<file path="src/rtl/absload_seq.sv">
module absload_seq (
  input  logic        clk,
  input  logic        rst_n,
  input  logic        start,
  input  logic [23:0] start_pc,
  input  logic        adl,
  input  logic [7:0]  base,
  output logic [23:0] mem_addr,
  output logic        mem_rd,
  input  logic [7:0]  mem_rdata,
  output logic        busy,
  output logic        done,
  output logic        bad_op,
  output logic [23:0] bc,
  output logic [23:0] de,
  output logic [23:0] hl
);
  localparam logic [7:0] OP_ESC  = 8'hED;
  localparam logic [7:0] OP_HL   = 8'h2A;
  localparam logic [7:0] KK_BC   = 8'h4B;
  localparam logic [7:0] KK_DE   = 8'h5B;
  localparam logic [7:0] PF_LL   = 8'h5B;
  localparam logic [7:0] PF_SS   = 8'h40;
  localparam logic [7:0] PF_LS   = 8'h52;
  localparam logic [7:0] PF_SL   = 8'h49;

  typedef enum logic [3:0] {
    S_IDLE, S_OP, S_KK, S_A0, S_A1, S_A2, S_D0, S_D1, S_D2
  } state_t;

  state_t      st;
  logic [23:0] pc, ea;
  logic [7:0]  base_q, d0, d1;
  logic        imm_l, dat_l, pfx;
  logic [1:0]  dst;
  logic [23:0] bc_q, de_q, hl_q;
  logic        done_q, bad_q;

  wire [7:0] b = mem_rdata;
  wire in_data = (st == S_D0) || (st == S_D1) || (st == S_D2);
  wire [23:0] off = (st == S_D1) ? 24'd1 : (st == S_D2) ? 24'd2 : 24'd0;
  wire is_pfx = (b == PF_LL) || (b == PF_SS) || (b == PF_LS) || (b == PF_SL);
  wire wr_en = ((st == S_D1) && !dat_l) || (st == S_D2);

  logic [23:0] old_v, new_v;
  always_comb begin
    case (dst)
      2'd0:    old_v = bc_q;
      2'd1:    old_v = de_q;
      default: old_v = hl_q;
    endcase
    new_v = dat_l ? {b, d1, d0} : {old_v[23:16], b, d0};
  end

  assign mem_rd   = (st != S_IDLE);
  assign busy     = (st != S_IDLE);
  assign mem_addr = in_data ? ea + off : pc;
  assign done     = done_q;
  assign bad_op   = bad_q;
  assign bc       = bc_q;
  assign de       = de_q;
  assign hl       = hl_q;

  always_ff @(posedge clk or negedge rst_n) begin
    if (!rst_n) begin
      st <= S_IDLE;
      pc <= '0;
      ea <= '0;
      base_q <= '0;
      d0 <= '0;
      d1 <= '0;
      imm_l <= 1'b0;
      dat_l <= 1'b0;
      pfx <= 1'b0;
      dst <= '0;
      bc_q <= '0;
      de_q <= '0;
      hl_q <= '0;
      done_q <= 1'b0;
      bad_q <= 1'b0;
    end else begin
      done_q <= 1'b0;
      bad_q <= 1'b0;
      case (st)
        S_IDLE: if (start) begin
          pc <= start_pc;
          base_q <= base;
          imm_l <= adl;
          dat_l <= adl;
          pfx <= 1'b0;
          st <= S_OP;
        end
        S_OP: begin
          pc <= pc + 24'd1;
          if (is_pfx && !pfx) begin
            pfx <= 1'b1;
            imm_l <= (b == PF_LL) || (b == PF_LS);
            dat_l <= (b == PF_LL) || (b == PF_SL);
          end else if (b == OP_ESC) begin
            st <= S_KK;
          end else if (b == OP_HL) begin
            dst <= 2'd2;
            st <= S_A0;
          end else begin
            bad_q <= 1'b1;
            st <= S_IDLE;
          end
        end
        S_KK: begin
          pc <= pc + 24'd1;
          if (b == KK_BC) begin
            dst <= 2'd0;
            st <= S_A0;
          end else if (b == KK_DE) begin
            dst <= 2'd1;
            st <= S_A0;
          end else begin
            bad_q <= 1'b1;
            st <= S_IDLE;
          end
        end
        S_A0: begin
          pc <= pc + 24'd1;
          ea[7:0] <= b;
          st <= S_A1;
        end
        S_A1: begin
          pc <= pc + 24'd1;
          ea[15:8] <= b;
          if (imm_l) st <= S_A2;
          else begin
            ea[23:16] <= dat_l ? 8'h00 : base_q;
            st <= S_D0;
          end
        end
        S_A2: begin
          pc <= pc + 24'd1;
          ea[23:16] <= dat_l ? b : base_q;
          st <= S_D0;
        end
        S_D0: begin
          d0 <= b;
          st <= S_D1;
        end
        S_D1: begin
          d1 <= b;
          st <= dat_l ? S_D2 : S_IDLE;
        end
        default: st <= S_IDLE;
      endcase
      if (wr_en) begin
        done_q <= 1'b1;
        case (dst)
          2'd0:    bc_q <= new_v;
          2'd1:    de_q <= new_v;
          default: hl_q <= new_v;
        endcase
      end
    end
  end
endmodule


</file>
<file path="config.mk">
export PLATFORM = sky130hd
export DESIGN_NAME = absload_seq
export DESIGN_NICKNAME = d
export VERILOG_FILES = /design/src/rtl/absload_seq.sv
export SDC_FILE = /design/constraint.sdc
export NUM_CORES = 1
export LEC_CHECK = 0
export BUFFER_PORTS_ARGS = -buffer_cell sky130_fd_sc_hd__buf_4
export CAP_MARGIN = 0
export CORE_ASPECT_RATIO = 1.75
export CORE_MARGIN = 5
export CORE_UTILIZATION = 60
export CTS_CLUSTER_SIZE = 8
export DETAILED_ROUTE_END_ITERATION = 10
export HOLD_SLACK_MARGIN = 0.12
export PLACE_DENSITY = 0.93
export RECOVER_POWER = 25
export SLEW_MARGIN = 20
export SYNTH_ARGS = -nofsm -noshare
export SYNTH_HDL_FRONTEND = slang
export SYNTH_SLANG_ARGS = --single-unit
</file>
<file path="constraint.sdc">
create_clock -name clk -period 8.45 [get_ports clk]
set_clock_uncertainty 0.2 [all_clocks]
set_input_delay 0.845 -clock clk [delete_from_list [all_inputs] [get_ports clk]]
set_output_delay 0.845 -clock clk [all_outputs]
set_load 0.005 [all_outputs]
</file>
==> parameters.txt <==
Parameter                              Value

Status
  Outcome    complete, but fails checks
  Violated checks    capacitance limit, slew limit

Clock network
  Hold Buf Count CTS    0
  Clk pin slew, worst setup/hold paths    0.06 ns
  Clock buffer count from CTS    17
  Maximum root-to-sink buffer count    2
  Number of sinks handled by clock tree synthesis    about 160
  Root cell of the clock tree    sky130_fd_sc_hd__clkbuf_16
  Latest clock arrival within the worst-skew pair    0.42 ns
  H-tree depth    4
  Resize count post-CTS    0
  Clock tree from TritonCTS    done
  Setup Fix Bufs, Post-CTS    0

Routing
  Remaining DRCs    0
  Routed metal-1 wire length    7150 µm
  Final routed wirelength across all metal layers    between 15000 and 20000 µm
  Violation count after the first detailed-route iteration    486
  Uppermost layer routed    met4
  DR WL/cell    18.3 µm
  DRT Pass-1 Iters    5
  Met3 wire length    around 1100 µm
  Number of vias in the routed layout    6281
  Met2 WL    10500 µm
  Via density per instance    5.87
  Post-route antenna net violation count    0

Power
  Lkg Pwr    between 0.004 and 0.005 µW
  Pwr Density    340 mW/mm²
  VDD IR-drop max    roughly 0.19 mV

Synthesis
  Share of flip-flops with an asynchronous set or reset after synthesis    100%
  Register area share after synthesis    51.8%
  Ranking of synthesized cells by area    sky130_fd_sc_hd__dfrtp_1, sky130_fd_sc_hd__nand2_1, sky130_fd_sc_hd__mux2_2
  Post-synthesis area per instance    just under 10 µm²
  Number of enable flip-flop cells after synthesis    0
  Total number of yosys warnings    0
  Net count after synthesis    around 810
  Post-synthesis cell type count    53
  Flip-flop cell with the highest count after synthesis    sky130_fd_sc_hd__dfrtp_1
  Flop and latch count out of synthesis    ~160
  Post-Syn Instances    between 700 and 800
  Top cell type by total area after synthesis    sky130_fd_sc_hd__dfrtp_1
  Cell Area, Synth    0.00748 mm²
  Post-synth top area share    around half

STA
  Maximum clock rate    201 MHz
  Final-report max-slew violation count    83
  Final Hold Viols    0
  Relative slew slack    -185%
  Setup violations, final    0
  Final worst-path cycle share    58.9%
  Pin slew with the least headroom to its limit    ~4.3 ns
  Setup_tns    0 ns
  Setup repair after global routing missed its margin    no
  Worst-case setup margin in the final layout    3.48 ns
  Period minus WS final    between 4 and 5 ns

Worst hold path
  Hold path cells    2
  Start point of the worst hold path    d1[0]
  Endpoint with the worst hold slack    d1[0]
  Classification of the worst-slack hold path    reg2reg

Finish
  Final core utilization    74.3%
  Leading cell type in the layout, fill and taps excluded    sky130_fd_sc_hd__nand2_1
  Layout cell share with drive strength beyond 1    around a quarter
  Most used cells in the layout excluding fill and tap cells    sky130_fd_sc_hd__nand2_1, sky130_fd_sc_hd__dfrtp_1, sky130_fd_sc_hd__buf_4
  FILL cells    894
  Nets    937
  Area growth from synthesis to layout    22.7%
  Non-filler cells in the finished layout    1070
  Inserted Diodes    0

Die
  Floorplan die area    0.0149 mm²
  Starting density of the core    60.5%
  I/O pin cnt    approximately 140
  Horizontal die dimension    94.4 µm
  Row Count    54
  Core footprint    0.0124 mm²
  Die height    158 µm

Global routing
  Global-route total usage across every layer    27.2%
  Initial antenna violation count    0
  Leftover overflow at the end of global routing    0
  Vias in the first global route    6290
  First-pass GRT wire length    31600 µm
  Maximum number of pins on one net before global-route repair    slightly above 80

Worst setup path
  Reg2reg end    bc[7]
  CP Capture Type    output port
  FF-to-FF path depth    5
  Start of the worst register-to-register path    st[1]
  Endpoint required time on the critical path    approximately 7.4 ns
  Biggest cell delay along the critical path    just over 0.6 ns
  Critical path peak fanout    14
  Kind of start point of the critical path    register
  Worst path arrival time    3.93 ns
  CP max stage cell    sky130_fd_sc_hd__dfrtp_1
  Worst-case register-to-register setup slack    5.31 ns
  Sequence of cells on the critical path    nand4b_1 -> clkinv_1 -> ha_1 -> inv_1 -> fa_1 -> nand3b_1 -> nor2_1 -> nand3_1 -> xor2_1 -> o21ai_0 -> buf_4
  Type of the worst setup path    reg2out

Place
  Worst slack at placement    around 3.9 ns
  Number of placed instances with taps included    1038
  Placed wire-length estimate    14200 µm
  # port buffers    about 140
  Global placement routability congestion    0.915

Run
  Max Cap Viol    1
-- sequential cells by signal, summed over array words and instances (netlist names) --
name	flops
hl	24
de	24
ea	24
pfx	1
bc	24
base_q	8
d1	8
st	4
imm_l	1
dst	2
done	1
d0	8
bad_op	1
dat_l	1
pc	24
-- cell type report --
| class | count | area [µm²] | area share (%) |
|---|---|---|---|
| Inverter | 11 | 41.3 | 0.449 |
| Sequential cell | 155 | 3880 | 42.2 |
| Timing Repair Buffer | 149 | 1100 | 12.0 |
| Multi-Input combinational cell | 555 | 3370 | 36.6 |
| Clock buffer | 18 | 439 | 4.78 |
| Clock inverter | 14 | 151 | 1.65 |
| Tap cell | 168 | 210 | 2.29 |
-- metal layers --
metal	GRT usage, %	vias up
li1	-	2948
met1	31.0	2997
met2	48.0	270
met3	4.56	66
met4	14.7	0
met5	0	-
-- logic make-up after synthesis --
| kind of cell | synth area share (%) |
|---|---|
| xor+xnor | 2.93 |
| mux | 10.7 |
| buf+inv | 3.18 |
| compound gates | 12.3 |
| fa+ha+maj | 0.769 |
| flops | 51.8 |
| simple gates | 18.3 |
-- per-stage QoR --
step	total power (µW)	hold slack [ns]	cell area (µm²)
finish	3120	0.284	9190
global route	3320	0.292	9190
CTS	3140	0.281	9220
floorplan	1900	0.246	7480
detailed placement	2390	0.266	8630
global placement	2330	0.261	8630
-- cell usage after synthesis, types with 3 or more instances --
master / instances
sky130_fd_sc_hd__mux2i_1: 25
sky130_fd_sc_hd__a22oi_1: 9
sky130_fd_sc_hd__xnor2_1: 9
sky130_fd_sc_hd__ha_1: 3
sky130_fd_sc_hd__nor4_1: 4
sky130_fd_sc_hd__mux2_2: 49
sky130_fd_sc_hd__a311oi_1: 7
sky130_fd_sc_hd__nor2_1: 53
sky130_fd_sc_hd__a211oi_1: 6
sky130_fd_sc_hd__nand3_1: 24
sky130_fd_sc_hd__clkbuf_1: 31
sky130_fd_sc_hd__o211ai_1: 12
sky130_fd_sc_hd__a31oi_1: 4
sky130_fd_sc_hd__nand4_1: 16
sky130_fd_sc_hd__buf_4: 4
sky130_fd_sc_hd__nor2b_1: 3
sky130_fd_sc_hd__xor2_1: 16
sky130_fd_sc_hd__o21ai_0: 73
sky130_fd_sc_hd__and3_1: 12
sky130_fd_sc_hd__o311ai_0: 4
sky130_fd_sc_hd__nand2b_1: 3
sky130_fd_sc_hd__a21oi_1: 26
sky130_fd_sc_hd__and4_1: 3
sky130_fd_sc_hd__inv_1: 9
sky130_fd_sc_hd__nor3_1: 7
sky130_fd_sc_hd__dfrtp_1: 155
sky130_fd_sc_hd__nand2_1: 157
sky130_fd_sc_hd__buf_2: 10
-- worst max-delay path, delay by kind of cell (launching register included) --
family                   cells  cell delay, ns
buffers and inverters        3            0.52
AND/OR/NAND/NOR              4            1.45
adder cells (fa/ha/maj)      2            0.60
XOR/XNOR                     1            0.18
AO/OA/AOI/OAI                1            0.15
flip-flops                   1            0.61
-- worst max path at each step --
| stage | endpoint | slack, ns | cells past startpoint | start |
|---|---|---|---|---|
| floorplan | mem_addr[18] | 4.97 | 11 | st[3] |
| global placement | mem_addr[18] | 4.02 | 11 | st[1] |
| detailed placement | mem_addr[22] | 3.95 | 11 | st[1] |
| CTS | mem_addr[22] | 3.45 | 11 | st[1] |
| global route | ea[6] | 2.83 | 2 | rst_n |
| finish | mem_addr[22] | 3.48 | 11 | st[1] |
-- power breakdown --
part	internal [µW]	switching, µW
Clock	402	339
Combinational	538	566
Sequential	998	281
Total	1940	1190
Power figures use the tool's default switching activity.
